<file path="src/rtl/fsync_sf_pkg.sv">
package fsync_sf_pkg;

  // Saturating increment for an unsigned counter of width W.
  function automatic logic [31:0] sat_inc(input logic [31:0] v, input int unsigned max_v);
    return (v >= max_v) ? max_v : v + 32'd1;
  endfunction

  // Modulo increment: wraps to zero after the last index.
  function automatic logic [31:0] wrap_inc(input logic [31:0] v, input int unsigned count);
    return (v >= count - 1) ? 32'd0 : v + 32'd1;
  endfunction

  // Interval check between consecutive rising sync pulses.
  function automatic logic period_match(input logic [31:0] measured, input int unsigned nominal);
    return measured == nominal;
  endfunction

  // Widths a sync pulse may carry.
  typedef enum logic [1:0] {
    W_NONE   = 2'd0,
    W_MARK   = 2'd1,
    W_NORMAL = 2'd2,
    W_LONG   = 2'd3
  } pulse_width_e;

endpackage

</file>
<file path="src/rtl/fsd_pulse_sampler.sv">
module fsd_pulse_sampler
  import fsync_sf_pkg::*;
(
  input  logic         clk,
  input  logic         rst_n,
  input  logic         fsync,
  output logic         rise,
  output logic         fall,
  output pulse_width_e width,
  output logic         too_long
);

  logic         smp_now;
  logic         smp_prev;
  pulse_width_e run_q;
  logic         long_q;

  always_ff @(posedge clk or negedge rst_n) begin
    if (!rst_n) begin
      smp_now  <= 1'b0;
      smp_prev <= 1'b0;
      run_q    <= W_NONE;
      long_q   <= 1'b0;
    end else begin
      smp_now  <= fsync;
      smp_prev <= smp_now;
      long_q   <= fsync && smp_now && (run_q == W_NORMAL);
      if (fsync) begin
        if (smp_now)
          run_q <= pulse_width_e'(sat_inc(32'(run_q), 3));
        else
          run_q <= W_MARK;
      end
    end
  end

  assign rise     = smp_now && !smp_prev;
  assign fall     = !smp_now && smp_prev;
  assign width    = run_q;
  assign too_long = long_q;

endmodule

</file>
<file path="src/rtl/fsd_period_lock.sv">
module fsd_period_lock
  import fsync_sf_pkg::*;
#(
  parameter int unsigned CLKS_PER_FRAME = 64,
  parameter int unsigned GOOD_TO_LOCK   = 2
) (
  input  logic clk,
  input  logic rst_n,
  input  logic rise,
  output logic period_ok,
  output logic locked
);

  localparam int unsigned PW    = $clog2(CLKS_PER_FRAME + 1) + 1;
  localparam int unsigned PMAX  = (1 << PW) - 1;
  localparam int unsigned GW    = $clog2(GOOD_TO_LOCK + 1);

  logic [PW-1:0] gap_q;
  logic [GW-1:0] good_q;

  always_ff @(posedge clk or negedge rst_n) begin
    if (!rst_n) begin
      gap_q  <= PW'(PMAX);
      good_q <= '0;
    end else if (rise) begin
      gap_q  <= PW'(1);
      if (period_ok)
        good_q <= GW'(sat_inc(32'(good_q), GOOD_TO_LOCK));
      else
        good_q <= '0;
    end else begin
      gap_q <= PW'(sat_inc(32'(gap_q), PMAX));
    end
  end

  assign period_ok = period_match(32'(gap_q), CLKS_PER_FRAME);
  assign locked    = (32'(good_q) == GOOD_TO_LOCK);

endmodule

</file>
<file path="src/rtl/fsd_sf_counter.sv">
module fsd_sf_counter
  import fsync_sf_pkg::*;
#(
  parameter int unsigned FRAMES_PER_SF = 96,
  localparam int unsigned IW = $clog2(FRAMES_PER_SF)
) (
  input  logic          clk,
  input  logic          rst_n,
  input  logic          locked,
  input  logic          frame_start,
  input  logic          mark_end,
  input  logic          pair_end,
  output logic [IW-1:0] frame_idx,
  output logic          sf_start,
  output logic          sf_err
);

  logic [IW-1:0] idx_q;
  logic          aligned_q;
  logic          mark_ok;
  logic          at_zero;

  assign at_zero  = (idx_q == '0);
  assign mark_ok  = mark_end && locked;
  assign sf_start = mark_ok && (!aligned_q || at_zero);
  assign sf_err   = (mark_ok && aligned_q && !at_zero)
                 || (pair_end && locked && aligned_q && at_zero);

  always_ff @(posedge clk or negedge rst_n) begin
    if (!rst_n) begin
      idx_q     <= '0;
      aligned_q <= 1'b0;
    end else if (!locked) begin
      idx_q     <= '0;
      aligned_q <= 1'b0;
    end else if (mark_ok) begin
      idx_q     <= '0;
      aligned_q <= 1'b1;
    end else if (frame_start) begin
      idx_q <= IW'(wrap_inc(32'(idx_q), FRAMES_PER_SF));
    end
  end

  assign frame_idx = idx_q;

endmodule

</file>
<file path="src/rtl/fsync_sf_detector.sv">
module fsync_sf_detector
  import fsync_sf_pkg::*;
#(
  parameter int unsigned CLKS_PER_FRAME = 64,
  parameter int unsigned FRAMES_PER_SF  = 96,
  localparam int unsigned IW = $clog2(FRAMES_PER_SF)
) (
  input  logic          clk,
  input  logic          rst_n,
  input  logic          fsync,
  output logic          frame_start,
  output logic          sf_start,
  output logic [IW-1:0] frame_idx,
  output logic          locked,
  output logic          err_width,
  output logic          err_period,
  output logic          err_sf
);

  logic         ev_rise;
  logic         ev_fall;
  pulse_width_e ev_width;
  logic         ev_period_ok;
  logic         ev_mark_end;
  logic         ev_pair_end;

  fsd_pulse_sampler u_smp (
    .clk      (clk),
    .rst_n    (rst_n),
    .fsync    (fsync),
    .rise     (ev_rise),
    .fall     (ev_fall),
    .width    (ev_width),
    .too_long (err_width)
  );

  fsd_period_lock #(
    .CLKS_PER_FRAME (CLKS_PER_FRAME),
    .GOOD_TO_LOCK   (2)
  ) u_lock (
    .clk       (clk),
    .rst_n     (rst_n),
    .rise      (ev_rise),
    .period_ok (ev_period_ok),
    .locked    (locked)
  );

  assign frame_start = ev_rise && locked && ev_period_ok;
  assign err_period  = ev_rise && locked && !ev_period_ok;
  assign ev_mark_end = ev_fall && (ev_width == W_MARK);
  assign ev_pair_end = ev_fall && (ev_width == W_NORMAL);

  fsd_sf_counter #(
    .FRAMES_PER_SF (FRAMES_PER_SF)
  ) u_sf (
    .clk         (clk),
    .rst_n       (rst_n),
    .locked      (locked),
    .frame_start (frame_start),
    .mark_end    (ev_mark_end),
    .pair_end    (ev_pair_end),
    .frame_idx   (frame_idx),
    .sf_start    (sf_start),
    .sf_err      (err_sf)
  );

endmodule

</file>
<file path="config.mk">
export PLATFORM = sky130hd
export DESIGN_NAME = fsync_sf_detector
export DESIGN_NICKNAME = d
export VERILOG_FILES = /design/src/rtl/fsync_sf_pkg.sv /design/src/rtl/fsd_pulse_sampler.sv /design/src/rtl/fsd_period_lock.sv /design/src/rtl/fsd_sf_counter.sv /design/src/rtl/fsync_sf_detector.sv
export SDC_FILE = /design/constraint.sdc
export NUM_CORES = 1
export LEC_CHECK = 0
export ABC_AREA = 1
export CAP_MARGIN = 20
export CORE_MARGIN = 1
export CORE_UTILIZATION = 40
export CTS_CLUSTER_DIAMETER = 120
export DETAILED_ROUTE_END_ITERATION = 12
export PLACE_DENSITY = 0.65
export SYNTH_ARGS = -nofsm -noshare
export SYNTH_HDL_FRONTEND = slang
export SYNTH_SLANG_ARGS = --single-unit
</file>
<file path="constraint.sdc">
create_clock -name clk -period 3.85 [get_ports clk]
set_input_delay 0.5775 -clock clk [delete_from_list [all_inputs] [get_ports clk]]
set_output_delay 0.5775 -clock clk [all_outputs]
set_load 0.1 [all_outputs]
</file>
==> flow_summary.yaml <==
global_route:
  grt_overflow: 0
  grt_start_max_net_pins: 21
  grt_pass1_vias: 1059
  track_usage_pct: 16.4
  antenna_found_initial: 0
  grt_first_pass_wirelength_um: 4440
critical_path:
  cp.arrival_ps: 2110
  worstSetupStartpointType: "flip-flop"
  critical_path_class: "reg2out"
  critPathMaxFanout: 5
  endpoint_kind: "output pin"
  required_ps: 3270
  worst-r2r-cell-count: 5
  r2r_slack_ps: 2360
yosys:
  synth_top_family_by_area: "simple AND/OR/NAND/NOR gates"
  yosysTopAreaCell: "dfrtp_1"
  ys_seq_area_share_pct: 43.6
  syn_nets: 180
  synth.avg_cell_area_um2: 7.77
  synth_top_area_share_pct: 27.9
  synthCells: 173
  synth_compound_area_share_pct: 9.96
  synth.area.mux_share_pct: 0
  ys_ff_latch: 23
  syn-cell-area_mm2: 0.00134
  synthTopCellsByArea: "dfrtp_1 28%, dfstp_2 16%, nand2_1 11%, inv_1 7.8%, a21oi_1 4.5%"
  yosysUniqueCellTypes: 28
  synth_warnings: 0
  synth-adder-area-share_pct: 3.72
  synth-simple-area-share_pct: 28.7
  synth-xor-area-share_pct: 1.96
timing:
  finalSetupViolations: 0
  fin_tns_setup_ps: 0
  fin_crit_sh_pct: 69.7
  tightest_slew_ps: 965
  max_freq_mhz: 372
  fin_crit_ps: 2680
  slew_violations: 0
  hold_viol: 0
  skew_ps: 1.62
  rsz0062_at_grt: "no"
  relSlewSlack_pct: 35.5
detailed_routing:
  routedWlPerCell_um: 11.1
  wirelength_um: 2610
  drt_iter0_drc: 37
  dr.pass1.iters: 4
  num_vias: 1141
  drc_errors: 0
  ant_nets: 0
  viasPerCell: 4.86
clocking:
  postCtsHoldBufs: 0
  cts_resized: 0
  cts-root-buf: "clkbuf_4"
  ctsHtreeMaxLevel: 1
  post-cts-setup-buffer-count: 0
  cts_made_buffers: 3
  clock_latency_ps: 310
  cts_tree: "built"
  clock_sinks: 23
  cts_max_path_buffers: 2
  clk_pin_slew_ps: 140
die:
  core_area_mm2: 0.00313
  dieArea_mm2: 0.00360
  num_io_pins: 16
  die_width_um: 60.0
  initial_core_util_pct: 43.0
  rows: 20
  die_h_um: 60.0
placed_design:
  dp_cells: 231
  place_congestion: 0.817
  port_buffers: 15
  dp_hpwl_um: 1960
cells_and_area:
  n_fill_cell: 311
  multi_input_area_um2: 596
  register_area_um2: 586
  fin_cells: 235
  area_delta_synth_final_pct: 15.3
  drive_gt1_share_pct: 20.9
  layout_common_cells: "38 x nand2_1, 28 x inv_1, 15 x dfrtp_1"
  final_common_cell: "nand2_1"
  diodes: 0
  final_nets: 199
job:
  maxCapViolCount: 0
worst_hold_path:
  hold_path_depth: 0
  min_path_type: "reg2reg"
pwr:
  power.leakage_uw: 0.000767
  p_per_area_mw_per_mm2: 327
  max-vdd-ir-drop_mv: 0.144
outcome:
  status: "completed"
[cells in the mapped netlist (all sizes together)]
| cell | count |
|---|---|
| nand2 | 47 |
| inv | 35 |
| nor2 | 17 |
| dfrtp | 15 |
| a21oi | 12 |
| nand3 | 9 |
| dfstp | 8 |
| o21ai | 6 |
| ha | 4 |
| nor3 | 4 |
| nand4 | 3 |
| a31oi | 2 |
| buf | 2 |
| o22ai | 2 |
| xor2 | 2 |
| a22oi | 1 |
| clkinv | 1 |
| nor4 | 1 |
| o21a | 1 |
| xnor2 | 1 |
[state kept, by name, summed over array words and instances, names as in the netlist]
| register | cells |
|---|---|
| u_smp.width | 2 |
| u_smp.too_long | 1 |
| u_smp.smp_now | 1 |
| u_lock.gap_q | 8 |
| u_smp.smp_prev | 1 |
| u_sf.frame_idx | 7 |
| u_sf.aligned_q | 1 |
| u_lock.good_q | 2 |
[critical path, stage by stage, from the launching register on]
cell             delay, ps
dfrtp_1                410
inv_1                   70
nand2_2                 60
inv_2                  110
clkdlybuf4s50_1       1140
[metrics by stage]
| step | setup slack (ps) | hold slack [ps] | utilization [%] | cell area (µm²) | power (µW) |
|---|---|---|---|---|---|
| 3_3_place_gp | 1540 | 456 | 48.6 | 1520 | 389 |
| 6_report | 1170 | 495 | 49.5 | 1550 | 506 |
| 2_1_floorplan | 296 | 282 | - | 1340 | 370 |
| 4_1_cts | 1150 | 497 | 49.5 | 1550 | 513 |
| 3_5_place_dp | 1530 | 464 | 48.6 | 1520 | 393 |
| 5_1_grt | 1060 | 508 | 49.5 | 1550 | 536 |
[metal layers]
metal  vias to the layer above  GRT usage [%]  routed length [µm]
li1                        583              -                   -
met5                         -              0                   0
met4                         0           5.98                  17
met2                        14           27.3                1230
met1                       542           21.9                1280
met3                         2           1.95                  74
[final cells by class]
| cell class | count | area share [%] |
|---|---|---|
| timing repair buffer | 16 | 9.53 |
| clock inverter | 1 | 0.323 |
| inverter | 36 | 8.89 |
| tap | 44 | 3.55 |
| multi-input combinational | 112 | 38.4 |
| sequential | 23 | 37.8 |
| clock buffer | 3 | 1.45 |
[cell families after synthesis]
family	after synthesis
AND/OR/NAND/NOR	81
buffers and inverters	38
AO/OA/AOI/OAI	24
flip-flops	23
adder cells (fa/ha/maj)	4
XOR/XNOR	3
[where the power goes]
group	switching [µW]	internal, µW	total, µW
Sequential	24.0	276	300
Clock	79.2	38.9	118
Combinational	52.7	35.3	88.0
Total	156	350	506
[path summary, 6_finish.rpt]
| kind | start | to |
|---|---|---|
| worst max-delay path | u_lock.good_q[0] | locked |
| worst min-delay path | u_smp.smp_now | u_smp.smp_prev |
| worst max register to register | u_lock.gap_q[0] | u_lock.gap_q[5] |
| worst min register to register | u_smp.smp_now | u_smp.smp_prev |
| max in group asynchronous | rst_n | u_lock.gap_q[1] |
| min in group asynchronous | rst_n | u_sf.frame_idx[0] |
Power figures use the tool's default switching activity.
